`config.mk`:
```
export PLATFORM = sky130hd
export DESIGN_NAME = pulse_reject_delay
export DESIGN_NICKNAME = d
export VERILOG_FILES = /design/src/rtl/prd_pkg.sv /design/src/rtl/prd_history.sv /design/src/rtl/prd_run_check.sv /design/src/rtl/prd_commit.sv /design/src/rtl/pulse_reject_delay.sv
export SDC_FILE = /design/constraint.sdc
export NUM_CORES = 1
export LEC_CHECK = 0
export BUFFER_PORTS_ARGS = -buffer_cell sky130_fd_sc_hd__buf_2
export CORE_AREA = 2 2 39 41
export CTS_BUF_LIST = sky130_fd_sc_hd__clkbuf_8
export DETAILED_ROUTE_END_ITERATION = 7
export DIE_AREA = 0 0 41 43
export PLACE_DENSITY = 0.3
export SLEW_MARGIN = 20
export SYNTH_ARGS = -nofsm -noshare
export SYNTH_HDL_FRONTEND = slang
export SYNTH_SLANG_ARGS = --single-unit
export TNS_END_PERCENT = 10
```
`constraint.sdc`:
```
create_clock -name clk -period 1.9 [get_ports clk]
set_clock_uncertainty 0.2 [all_clocks]
set_input_delay 0.285 -clock clk [delete_from_list [all_inputs] [get_ports clk]]
set_output_delay 0.285 -clock clk [all_outputs]
set_load 0.02 [all_outputs]
```
`src/rtl/prd_pkg.sv`:
```
// Package for the pulse-reject delay line.
// Holds the mode encoding that the top level and the commit stage share.
package prd_pkg;
    typedef enum logic {
        MODE_INERTIAL  = 1'b0,
        MODE_TRANSPORT = 1'b1
    } prd_mode_e;
endpackage

```
`src/rtl/prd_history.sv`:
```
// prd_history: a shift register of DEPTH input samples.
// Bit 0 holds the newest sample and bit DEPTH-1 the oldest.
// Assumes a synchronous active-low reset, which loads IDLE_LVL into every stage.
module prd_history #(
    parameter int unsigned DEPTH    = 5,
    parameter logic        IDLE_LVL = 1'b0
) (
    input  logic             clk,
    input  logic             rst_n,
    input  logic             din,
    output logic [DEPTH-1:0] hist
);
    // Shift a new sample in each cycle; reset fills the history with the idle level.
    always_ff @(posedge clk) begin
        if (!rst_n) hist <= {DEPTH{IDLE_LVL}};
        else if (DEPTH == 1) hist <= din;
        else hist <= {hist[DEPTH-2:0], din};
    end

    // The newest stage always holds the sample taken at the previous edge.
    assert_hist_shift_R2: assert property (@(posedge clk) disable iff (!rst_n)
        1'b1 |=> hist[0] == $past(din));
endmodule

```
`src/rtl/prd_run_check.sv`:
```
// prd_run_check: combinational run-length test on the history.
// It exposes the oldest sample as the tap.
// settled is high when the REJ oldest samples (the tap and the REJ-1 samples after it) all agree.
// Assumes 1 <= REJ <= DEPTH.
module prd_run_check #(
    parameter int unsigned DEPTH = 5,
    parameter int unsigned REJ   = 5
) (
    input  logic [DEPTH-1:0] hist,
    output logic             tap,
    output logic             settled
);
    localparam int unsigned LO = DEPTH - REJ;

    logic [REJ-1:0] window;

    // Select the oldest REJ samples and test them for a single common level.
    always_comb begin
        window  = hist[DEPTH-1:LO];
        tap     = hist[DEPTH-1];
        settled = (&window) | ~(|window);
    end
endmodule

```
`src/rtl/prd_commit.sv`:
```
// prd_commit: the output register.
// In transport mode it copies the tap every cycle.
// In inertial mode it takes the tap only when the run-length test reports a settled level.
// Assumes a synchronous active-low reset to IDLE_LVL.
module prd_commit #(
    parameter logic IDLE_LVL = 1'b0
) (
    input  logic            clk,
    input  logic            rst_n,
    input  prd_pkg::prd_mode_e mode,
    input  logic            tap,
    input  logic            settled,
    output logic            dout
);
    import prd_pkg::*;

    // Commit the tap when transport is selected or the candidate level lasted long enough.
    always_ff @(posedge clk) begin
        if (!rst_n) dout <= IDLE_LVL;
        else if (mode == MODE_TRANSPORT || settled) dout <= tap;
    end

    // Any output change must land on the tap level seen one cycle earlier.
    assert_change_is_tap_R2: assert property (@(posedge clk) disable iff (!rst_n)
        !$stable(dout) |-> dout == $past(tap));

    // When the tap already equals the output, the output holds on the next edge.
    assert_hold_when_equal_R3: assert property (@(posedge clk) disable iff (!rst_n)
        (tap == dout) |=> $stable(dout));
endmodule

```
`src/rtl/pulse_reject_delay.sv`:
```
// pulse_reject_delay: a single-bit delay line of DLY cycles with inertial pulse rejection.
// In inertial mode, a level lasting fewer than REJ samples is dropped.
// In transport mode, every level passes.
// Assumes 1 <= REJ <= DLY, which is checked when the design is elaborated.
module pulse_reject_delay #(
    parameter int unsigned DLY      = 5,
    parameter int unsigned REJ      = DLY,
    parameter logic        IDLE_LVL = 1'b0
) (
    input  logic clk,
    input  logic rst_n,
    input  logic mode_transport,
    input  logic din,
    output logic dout
);
    import prd_pkg::*;

    logic [DLY-1:0] hist;
    logic           tap;
    logic           settled;
    prd_mode_e      mode;

    // Map the raw mode pin onto the shared mode type.
    always_comb mode = mode_transport ? MODE_TRANSPORT : MODE_INERTIAL;

    prd_history #(.DEPTH(DLY), .IDLE_LVL(IDLE_LVL)) u_hist (
        .clk(clk), .rst_n(rst_n), .din(din), .hist(hist)
    );

    prd_run_check #(.DEPTH(DLY), .REJ(REJ)) u_run (
        .hist(hist), .tap(tap), .settled(settled)
    );

    prd_commit #(.IDLE_LVL(IDLE_LVL)) u_commit (
        .clk(clk), .rst_n(rst_n), .mode(mode), .tap(tap), .settled(settled), .dout(dout)
    );

    // Flag an illegal reject limit when the design is elaborated.
    initial begin
        assert_rej_legal_R7: assert (REJ >= 1 && REJ <= DLY)
            else $error("reject limit %0d outside 1..%0d", REJ, DLY);
    end

    // In inertial mode, an output change needs agreement across the whole window one cycle earlier.
    assert_inertial_window_R3: assert property (@(posedge clk) disable iff (!rst_n)
        (!$stable(dout) && !$past(mode_transport)) |-> $past(hist[DLY-1]) == $past(hist[DLY-REJ]));
endmodule

```
==> results of run 1 <==
[worst min path at each step]
stage                   start  slack [ps]             end  depth (start not counted)
2_1_floorplan           rst_n         210  u_hist.hist[0]                          1
3_3_place_gp   u_hist.hist[4]         270   u_commit.dout                          2
3_5_place_dp   u_hist.hist[3]         270  u_hist.hist[4]                          1
4_1_cts                   din          70  u_hist.hist[0]                          2
5_1_grt                   din          70  u_hist.hist[0]                          2
6_report                  din          70  u_hist.hist[0]                          2
[flip-flops by register name, summed over array words and instances, names as in the netlist]
signal / cells
u_hist.hist: 5
u_commit.dout: 1
[critical path, cell delays in order (launching register included)]
cell and delay, ps:
dfxtp_1 310, or4_4 530, o211ai_2 140, mux2i_1 80
[cells in the final DEF (no fill, tap or decap)]
cell type / count
dfxtp_1: 6
and2_1: 5
buf_2: 4
clkbuf_8: 3
nand2_1: 1
or4_4: 1
o211ai_2: 1
and3_1: 1
a31oi_1: 1
mux2i_1: 1
[logic make-up (layout without fill, tap and decap cells)]
logic type             Yosys count  after routing
buffers and inverters            0              7
AO/OA/AOI/OAI                    2              2
multiplexers                     1              1
flip-flops                       6              6
AND/OR/NAND/NOR                  8              8
[cell type report]
cell class	instances	area, sq um	area share [%]
timing repair buffer	4	20.0	7.08
tap	16	20.0	7.08
clock buffer	3	41.3	14.6
multi-input combinational	11	81.3	28.8
sequential	6	120	42.5
[metal layers]
layer	track usage [%]	wire [microns]	vias to the layer above
met5	0	0	-
met4	6.00	16	0
met3	4.71	34	2
met2	5.31	117	7
met1	5.52	158	66
li1	-	-	75
[metrics by stage]
stage | hold slack [ps] | total power [mW] | util (%)
after detailed placement | 272 | 0.145 | 17.5
final | 69.6 | 0.331 | 20.4
after global placement | 269 | 0.145 | 17.5
after floorplan | 207 | 0.139 | -
after global routing | 69.2 | 0.346 | 20.4
after CTS | 66.8 | 0.338 | 20.4
[power by group through the flow]
stage / combinational [mW] / sequential [mW] / clock [mW]
floorplan: 0.00583 / 0.134 / 0
global placement: 0.0108 / 0.134 / 0
detailed placement: 0.0109 / 0.134 / 0
CTS: 0.0110 / 0.132 / 0.195
global route: 0.0119 / 0.133 / 0.201
finish: 0.0107 / 0.132 / 0.188
==> run_results.csv, run 1 <==
group,metric,value,unit
place,placed_cells,37,
yosys,ys.flop_type,"dfxtp_1",
yosys,synth_top_family_by_area,"simple AND/OR/NAND/NOR gates",
pwr,internal_power,0.272,mW
yosys,netlist_top_cells_area,"dfxtp_1 60%, and2_1 16%, o211ai_2 6.2%",
global_routing,antenna_found_initial,0,
yosys,synthDistinctLibCells,8,
drt,postRouteWirelength,327,microns
sta,setup_viol,0,
yosys,synth-seq-cells,6,
setup_path,timing.rr.end,"u_commit.dout",
die,die_width,41,microns
drt,drt-initial-drc-count,2,
finish,stdcell_area,283,sq um
setup_path,path_class,"flip-flop to flip-flop",
yosys,synth_compound_area_share,9.32,%
pwr,power_switching,0.0588,mW
yosys,synth_most_common_cell,"dfxtp_1",
sta,tns,0,ps
place,io_buffers,4,
yosys,synth-xor-area-share,0,%
finish,fillers,158,
sta,min_period,1380,ps
yosys,synth_common_cells,"6 x dfxtp_1, 5 x and2_1",
die,core,1380,sq um
flow_run,maxCapViolations,0,
clocking,clockBufferDepth,2,
global_routing,grt_pass1_wl,517,microns
drt,wl_per_cell,8.18,microns
yosys,synthCells,17,
sta,slew_headroom,88.4,%
pwr,seq_power_share,40.0,%
yosys,yosysWarnings,0,
yosys,syn-num-nets,21,
sta,worst_slew_pin_slew,173,ps
clocking,cts_resized,0,
setup_path,r2r_cells,3,
setup_path,crit_arrival,1280,ps
pwr,leakage,0.125,nW
clocking,h-tree-depth,1,
sta,setup_ws,524,ps
global_routing,grt-ovfl-total,0,
sta,fin_crit_sh,72.4,%
pwr,peakVddDrop,0.000238,V
clocking,cts_tree,"yes",
setup_path,cp_data_required_time,1800,ps
finish,area_growth,40.4,%
yosys,synth_edf_count,0,
run_status,status,"finished clean",
drt,route.detailed.drc,0,
sta,hold_viol,0,
yosys,synth_seq_area_share,59.6,%
die,num_rows,14,
yosys,synth.largest_area_cell,"dfxtp_1",
pwr,combPwrFrac,3.2,%
sta,slew_violations,0,
place,gp_congestion,0.614,
yosys,avgSynthCellArea,11.8,sq um
global_routing,grt_max_degree,8,
clocking,cts_buffers,3,
worst_hold_path,worstHoldPathType,"input pin to flip-flop",
clocking,postCtsSetupRepairBufs,0,
setup_path,reg2reg_from,"u_hist.hist[4]",
sta,rsz0062_at_grt,"no",
global_routing,grt_pass1_vias,141,
place,place_area,241,sq um
yosys,synth_mux_area_share,4.97,%
clocking,clock-sinks,6,
clocking,holdBufCountCts,0,
pwr,p_per_area,1170,nW/um^2
drt,first_pass_iters,2,
setup_path,r2r_setup_slack,520,ps
finish,post_route_cells_drive_above_1_share,37.5,%
yosys,syn_area,201,sq um
die,io_pins,5,
clocking,clk_latency,220,ps
pwr,netSwitchingFraction,17.8,%
yosys,yosys.area_share.simple,26.1,%
finish,finalNonFillerCells,40,
die,dieArea,1760,sq um
drt,postRouteAntennaNets,0,
clocking,clk_pin_slew_worst_paths,30,ps
pwr,pwr-share-clk,56.8,%
global_routing,grt_use_total,5.24,%
yosys,synth_top_area_share,59.6,%
place,dp_slack,519,ps
setup_path,critPathMaxFanout,3,
setup_path,endpoint_kind,"flip-flop",
setup_path,setup.worst_path.start,"u_hist.hist[4]",
die,die_h,43,microns
drt,via_per_inst,3.75,
clocking,cts-root-buf,"clkbuf_8",
finish,antenna_cells,0,
die,start_util,14.6,%
yosys,synth-async-reset-ratio,0,%
finish,nNetsFinal,30,
setup_path,crit_path_start_kind,"flip-flop",
drt,via_count,150,
yosys,synth-adder-area-share,0,%
sta,max_freq,727,MHz
setup_path,crit_path_end,"u_commit.dout",
Power figures use the tool's default switching activity.
==> inputs of run 2 (changes only) <==
--- a/config.mk
+++ b/config.mk
@@ -5,12 +5,13 @@
 export SDC_FILE = /design/constraint.sdc
 export NUM_CORES = 1
 export LEC_CHECK = 0
+export ABC_AREA = 1
 export BUFFER_PORTS_ARGS = -buffer_cell sky130_fd_sc_hd__buf_2
 export CORE_AREA = 2 2 39 41
 export CTS_BUF_LIST = sky130_fd_sc_hd__clkbuf_8
 export DETAILED_ROUTE_END_ITERATION = 7
 export DIE_AREA = 0 0 41 43
-export PLACE_DENSITY = 0.3
+export PLACE_DENSITY = 0.33
 export SLEW_MARGIN = 20
 export SYNTH_ARGS = -nofsm -noshare
 export SYNTH_HDL_FRONTEND = slang
==> constraint.sdc (replaced) <==
create_clock -name clk -period 1.42 [get_ports clk]
set_clock_uncertainty 0.2 [all_clocks]
set_input_delay 0.213 -clock clk [delete_from_list [all_inputs] [get_ports clk]]
set_output_delay 0.213 -clock clk [all_outputs]
set_load 0.02 [all_outputs]
==> run_results.csv, run 2 <==
group,metric,value,unit
global_routing,grt_max_degree,7,
yosys,synth_most_common_cell,"inv_1",
yosys,synthDistinctLibCells,9,
finish,final_common_cell,"inv_1",
flow_run,maxCapViolations,0,
drt,drt-initial-drc-count,0,
yosys,synth-async-reset-ratio,0,%
setup_path,cp_data_required_time,1010,ps
global_routing,top_usage_layer,"met1",
clocking,postCtsSetupRepairBufs,0,
yosys,syn-num-nets,36,
yosys,synth.largest_area_cell,"dfxtp_1",
yosys,synth_top_family_by_area,"simple AND/OR/NAND/NOR gates",
finish,antenna_cells,0,
die,die_h,43,microns
sta,hold_viol,0,
place,dp_slack,348,ps
yosys,yosys.area_share.simple,31.9,%
clocking,clk_pin_slew_worst_paths,30,ps
die,num_rows,14,
die,io_pins,5,
global_routing,antenna_found_initial,0,
finish,area_growth,38.2,%
setup_path,slowest_delay,320,ps
sta,slew_headroom,91.4,%
die,core,1380,sq um
drt,postRouteAntennaNets,0,
sta,setup_ws,303,ps
finish,fillers,157,
global_routing,grt_use_total,6.73,%
setup_path,crit_slowest_cell,"dfxtp_1",
drt,route.detailed.drc,0,
yosys,synth_common_cells,"9 x inv_1, 8 x nand2_1, 6 x dfxtp_1",
yosys,synth_seq_area_share,50.3,%
pwr,peakVddDrop,0.000429,V
place,gp_congestion,0.569,
sta,min_period,1120,ps
place,place_hpwl,326,microns
drt,wl_per_cell,7.63,microns
setup_path,path_delay_family,"flip-flops",
clocking,cts_tree,"yes",
die,start_util,17.3,%
setup_path,path_class,"flip-flop to output pin",
clocking,cts-root-buf,"clkbuf_8",
place,place_area,279,sq um
global_routing,grt_pass1_wl,717,microns
place,io_buffers,4,
yosys,ys.flop_type,"dfxtp_1",
sta,max_freq,895,MHz
run_status,status,"finished clean",
setup_path,crit_arrival,700,ps
finish,layout_common_cells,"9 x inv_1, 8 x nand2_1, 6 x dfxtp_1, 4 x buf_2",
yosys,synthCells,32,
clocking,clockBufferDepth,2,
worst_hold_path,worstHoldPathType,"input pin to flip-flop",
drt,via_count,195,
clocking,clk_latency,220,ps
yosys,synth_top_area_share,50.3,%
pwr,power,0.455,mW
yosys,syn_area,239,sq um
yosys,synth-seq-cells,6,
yosys,synth-adder-area-share,0,%
finish,top_regs,"u_hist.hist x5, u_commit.dout x1",
setup_path,crit_path_start_kind,"flip-flop",
clocking,h-tree-depth,1,
clocking,cts_buffers,3,
sta,worst_slew_pin_slew,129,ps
global_routing,grt-ovfl-total,0,
yosys,synth_compound_area_share,3.66,%
yosys,synth_edf_count,0,
finish,post_route_cells_drive_above_1_share,27.5,%
pwr,p_per_area,1380,nW/um^2
setup_path,cp_cell_sequence,"buf_2",
sta,setup_viol,0,
sta,fin_crit_sh,78.7,%
die,dieArea,1760,sq um
setup_path,critPathBufInv,1,
global_routing,grt_pass1_vias,174,
drt,postRouteWirelength,427,microns
pwr,leakage,0.187,nW
drt,first_pass_iters,1,
die,die_width,41,microns
finish,stdcell_area,330,sq um
setup_path,critPathMaxFanout,2,
sta,slew_violations,0,
yosys,netlist_top_cells_area,"dfxtp_1 50%, inv_1 14%, nand2_1 13%",
sta,rsz0062_at_grt,"no",
yosys,avgSynthCellArea,7.47,sq um
sta,tns,0,ps
drt,via_per_inst,3.48,
finish,nNetsFinal,46,
global_routing,use_met1,8.39,%
clocking,clock-sinks,6,
global_routing,use_met2,7.19,%
yosys,synth-xor-area-share,0,%
yosys,yosysWarnings,0,
finish,largest_reg_flops,5,
finish,top_register,"u_hist.hist",
yosys,synth_mux_area_share,0,%
setup_path,endpoint_kind,"output pin",
global_routing,grt_use_met3,4.71,%
[run 2: changes by cell type after synthesis, sizes merged, moves of 2 or more]
cell,before,now
and2,5,0
nand2,1,8
inv,0,9
nor2,0,5
nand3,0,2
[run 2: cell families after synthesis]
group	Yosys count
flip-flops	6
buffers and inverters	9
AO/OA/AOI/OAI	1
AND/OR/NAND/NOR	16
[run 2: routing by layer]
metal  part of all wire (%)  up-vias
met3                    5.9        0
met5                      0        -
met1                     47       84
li1                       -      107
met2                     47        4
met4                      0        0
[run 2: repair_timing]
action                     4_1_cts  5_1_grt
resized for setup                0        0
setup endpoints to repair        0        0
hold endpoints to repair         1        0
hold buffers                     1        0
[run 2: worst paths after layout]
path	startpoint	end	slack, ps	cells after the start
max	u_commit.dout	dout	300	1
min	rst_n	u_hist.hist[0]	60	3
max reg2reg	u_hist.hist[1]	u_commit.dout	350	6
min reg2reg	u_hist.hist[3]	u_hist.hist[4]	250	2
[run 2: power breakdown]
| part | switching, mW | leakage [nW] | total [mW] | internal [mW] |
|---|---|---|---|---|
| combinational | 0.0156 | 0.117 | 0.0292 | 0.0136 |
| clock | 0.0648 | 0.0216 | 0.246 | 0.181 |
| sequential | 0.00451 | 0.0490 | 0.180 | 0.175 |
| total | 0.0850 | 0.187 | 0.455 | 0.370 |
[run 2: cell type report]
class | instances | area (sq um) | area share (%)
Timing Repair Buffer | 5 | 30.0 | 9.09
Multi-Input combinational cell | 17 | 85.1 | 25.8
Sequential cell | 6 | 120 | 36.4
Inverter | 9 | 33.8 | 10.2
Clock buffer | 3 | 41.3 | 12.5
Tap cell | 16 | 20.0 | 6.06
[run 2: worst register-to-register path: stages (launching register included)]
cell     delay, ps
dfxtp_1        320
nor2_2         130
nand2_1         70
a21oi_2        110
nor2_1          40
nand2_1         50
inv_1           40
[run 2: per-stage QoR]
| step | hold WS [ps] | utilization [%] | std cells |
|---|---|---|---|
| global route | 77.7 | 23.9 | 56 |
| finish | 55.9 | 23.9 | 56 |
| CTS | 55.5 | 23.9 | 56 |
| global placement | 199 | 20.2 | 52 |
| floorplan | 106 | - | 32 |
| detailed placement | 199 | 20.2 | 52 |
==> inputs of run 3 (changes only) <==
--- a/config.mk
+++ b/config.mk
@@ -5,13 +5,13 @@
 export SDC_FILE = /design/constraint.sdc
 export NUM_CORES = 1
 export LEC_CHECK = 0
-export ABC_AREA = 1
+export ABC_AREA = 0
 export BUFFER_PORTS_ARGS = -buffer_cell sky130_fd_sc_hd__buf_2
 export CORE_AREA = 2 2 39 41
 export CTS_BUF_LIST = sky130_fd_sc_hd__clkbuf_8
 export DETAILED_ROUTE_END_ITERATION = 7
 export DIE_AREA = 0 0 41 43
-export PLACE_DENSITY = 0.33
+export PLACE_DENSITY = 0.3
 export SLEW_MARGIN = 20
 export SYNTH_ARGS = -nofsm -noshare
 export SYNTH_HDL_FRONTEND = slang
==> constraint.sdc (replaced) <==
create_clock -name clk -period 1.17 [get_ports clk]
set_clock_uncertainty 0.2 [all_clocks]
set_input_delay 0.1755 -clock clk [delete_from_list [all_inputs] [get_ports clk]]
set_output_delay 0.1755 -clock clk [all_outputs]
set_load 0.02 [all_outputs]
==> run_results.csv, run 3 (synthesized netlist as in run 1, its figures left out) <==
group,metric,value,unit
run_status,status,"complete, but fails checks",
run_status,failed_checks,"setup timing",
clocking,clk_pin_slew_worst_paths,40,ps
setup_path,endpoint_kind,"flip-flop",
clocking,h-tree-depth,1,
pwr,seq_power_share,39.5,%
drt,postRouteAntennaNets,0,
finish,final_common_cell,"dfxtp_1",
die,start_util,14.6,%
flow_run,maxCapViolations,0,
setup_path,cp_data_required_time,1070,ps
global_routing,grt_pass1_wl,558,microns
drt,route.detailed.drc,0,
global_routing,grt_use_total,5.52,%
sta,whs,29.1,ps
drt,via_count,153,
clocking,clockBufferDepth,2,
sta,max_freq,730,MHz
finish,multi_input_area,81.3,sq um
finish,area_growth,52.8,%
sta,fin_crit_sh,117,%
pwr,p_per_area,1760,nW/um^2
die,die_width,41,microns
die,dieArea,1760,sq um
pwr,power_switching,0.0964,mW
clocking,cts_buffers,3,
drt,wl_per_cell,8.77,microns
finish,fillers,155,
sta,slew_headroom,87.9,%
finish,antenna_cells,0,
sta,worst_slew_pin_slew,181,ps
worst_hold_path,hold_path_depth,3,
pwr,pwr-share-clk,56.2,%
setup_path,crit_arrival,1270,ps
drt,via_per_inst,3.56,
global_routing,grt_max_degree,8,
finish,top_regs,"u_hist.hist x5, u_commit.dout x1",
clocking,cts-root-buf,"clkbuf_8",
clocking,clock-sinks,6,
finish,post_route_cells_drive_above_1_share,40.7,%
sta,setup_ws,-200,ps
sta,hold_viol,0,
global_routing,grt_pass1_vias,157,
pwr,peakVddDrop,0.000496,V
drt,postRouteWirelength,377,microns
finish,top_register,"u_hist.hist",
worst_hold_path,worstHoldPathType,"input pin to flip-flop",
drt,drt-initial-drc-count,0,
sta,min_period,1370,ps
drt,first_pass_iters,1,
die,core,1380,sq um
place,io_buffers,4,
place,dp_slack,-202,ps
setup_path,path_class,"flip-flop to flip-flop",
pwr,combPwrFrac,4.2,%
setup_path,critPathMaxFanout,2,
finish,largest_reg_flops,5,
pwr,leakage,0.140,nW
setup_path,r2r_cells,3,
global_routing,antenna_found_initial,0,
pwr,power,0.543,mW
die,num_rows,14,
sta,setup_viol,1,
die,io_pins,5,
clocking,cts_resized,0,
finish,nNetsFinal,33,
place,gp_congestion,0.615,
clocking,clk_latency,220,ps
clocking,cts_tree,"yes",
pwr,netSwitchingFraction,17.8,%
global_routing,grt-ovfl-total,0,
sta,slew_violations,0,
finish,seqCellArea,120,sq um
finish,layout_common_cells,"6 x dfxtp_1, 5 x and2_1, 4 x buf_2, 3 x clkbuf_8, 2 x buf_4",
setup_path,crit_path_start_kind,"flip-flop",
sta,rsz0062_at_grt,"yes",
finish,finish.utilization,22.2,%
die,die_h,43,microns
pwr,internal_power,0.447,mW
## run 3: cell count changes in the layout (fill, tap and decap cells not counted), moves of 2 or more
| cell | before | now |
|---|---|---|
| nor2_2 | 2 | 0 |
| inv_1 | 9 | 0 |
| nor2_1 | 3 | 0 |
| nand2_1 | 8 | 1 |
| and2_1 | 0 | 5 |
| buf_4 | 0 | 2 |
## run 3: power by group through the flow
stage                     clock network (mW)  registers (mW)  logic [mW]
after floorplan                            0           0.217     0.00947
after global placement                     0           0.218      0.0207
final                                  0.305           0.215      0.0230
after detailed placement                   0           0.218      0.0211
after global routing                   0.321           0.215      0.0251
after CTS                              0.316           0.215      0.0238
## run 3: area by class of cell
type,instances,area share (%)
well taps,16,6.50
repair buffers,7,14.6
clock buffers,3,13.4
multi-input cells,11,26.4
flip-flops and latches,6,39.0
## run 3: path summary, 6_finish.rpt
| check | slack (ps) | end | start |
|---|---|---|---|
| setup reg to reg | -200 | u_commit.dout | u_hist.hist[4] |
| setup / recovery | -200 | u_commit.dout | u_hist.hist[4] |
| hold / removal | 30 | u_commit.dout | mode_transport |
| hold reg to reg | 280 | u_commit.dout | u_commit.dout |
## run 3: stage by stage
step | TNS (ps) | instance area (sq um) | std cells
CTS | -209 | 308 | 43
floorplan | -170 | 201 | 17
global placement | -183 | 256 | 39
finish | -200 | 308 | 43
detailed placement | -202 | 256 | 39
global route | -221 | 308 | 43
## run 3: worst max-delay path: stages, from the launching register on
cell and delay (ps):
dfxtp_1 300, or4_4 530, o211ai_2 140, mux2i_1 80
## run 3: repair_timing
| action | CTS | global route |
|---|---|---|
| hold buffers | 1 | 0 |
| setup endpoints to repair | 1 | 1 |
| buffers inserted | 0 | 0 |
| endpoints found under the hold margin | 1 | 0 |
## run 3: layer usage
metal  vias up  global-route usage (%)  part of all wire [%]
met5         -                       0                     0
met4         0                    6.00                   4.0
met3         2                    4.71                   9.8
met2         7                    5.63                    34
met1        65                    6.11                    51
li1         79                       -                     -
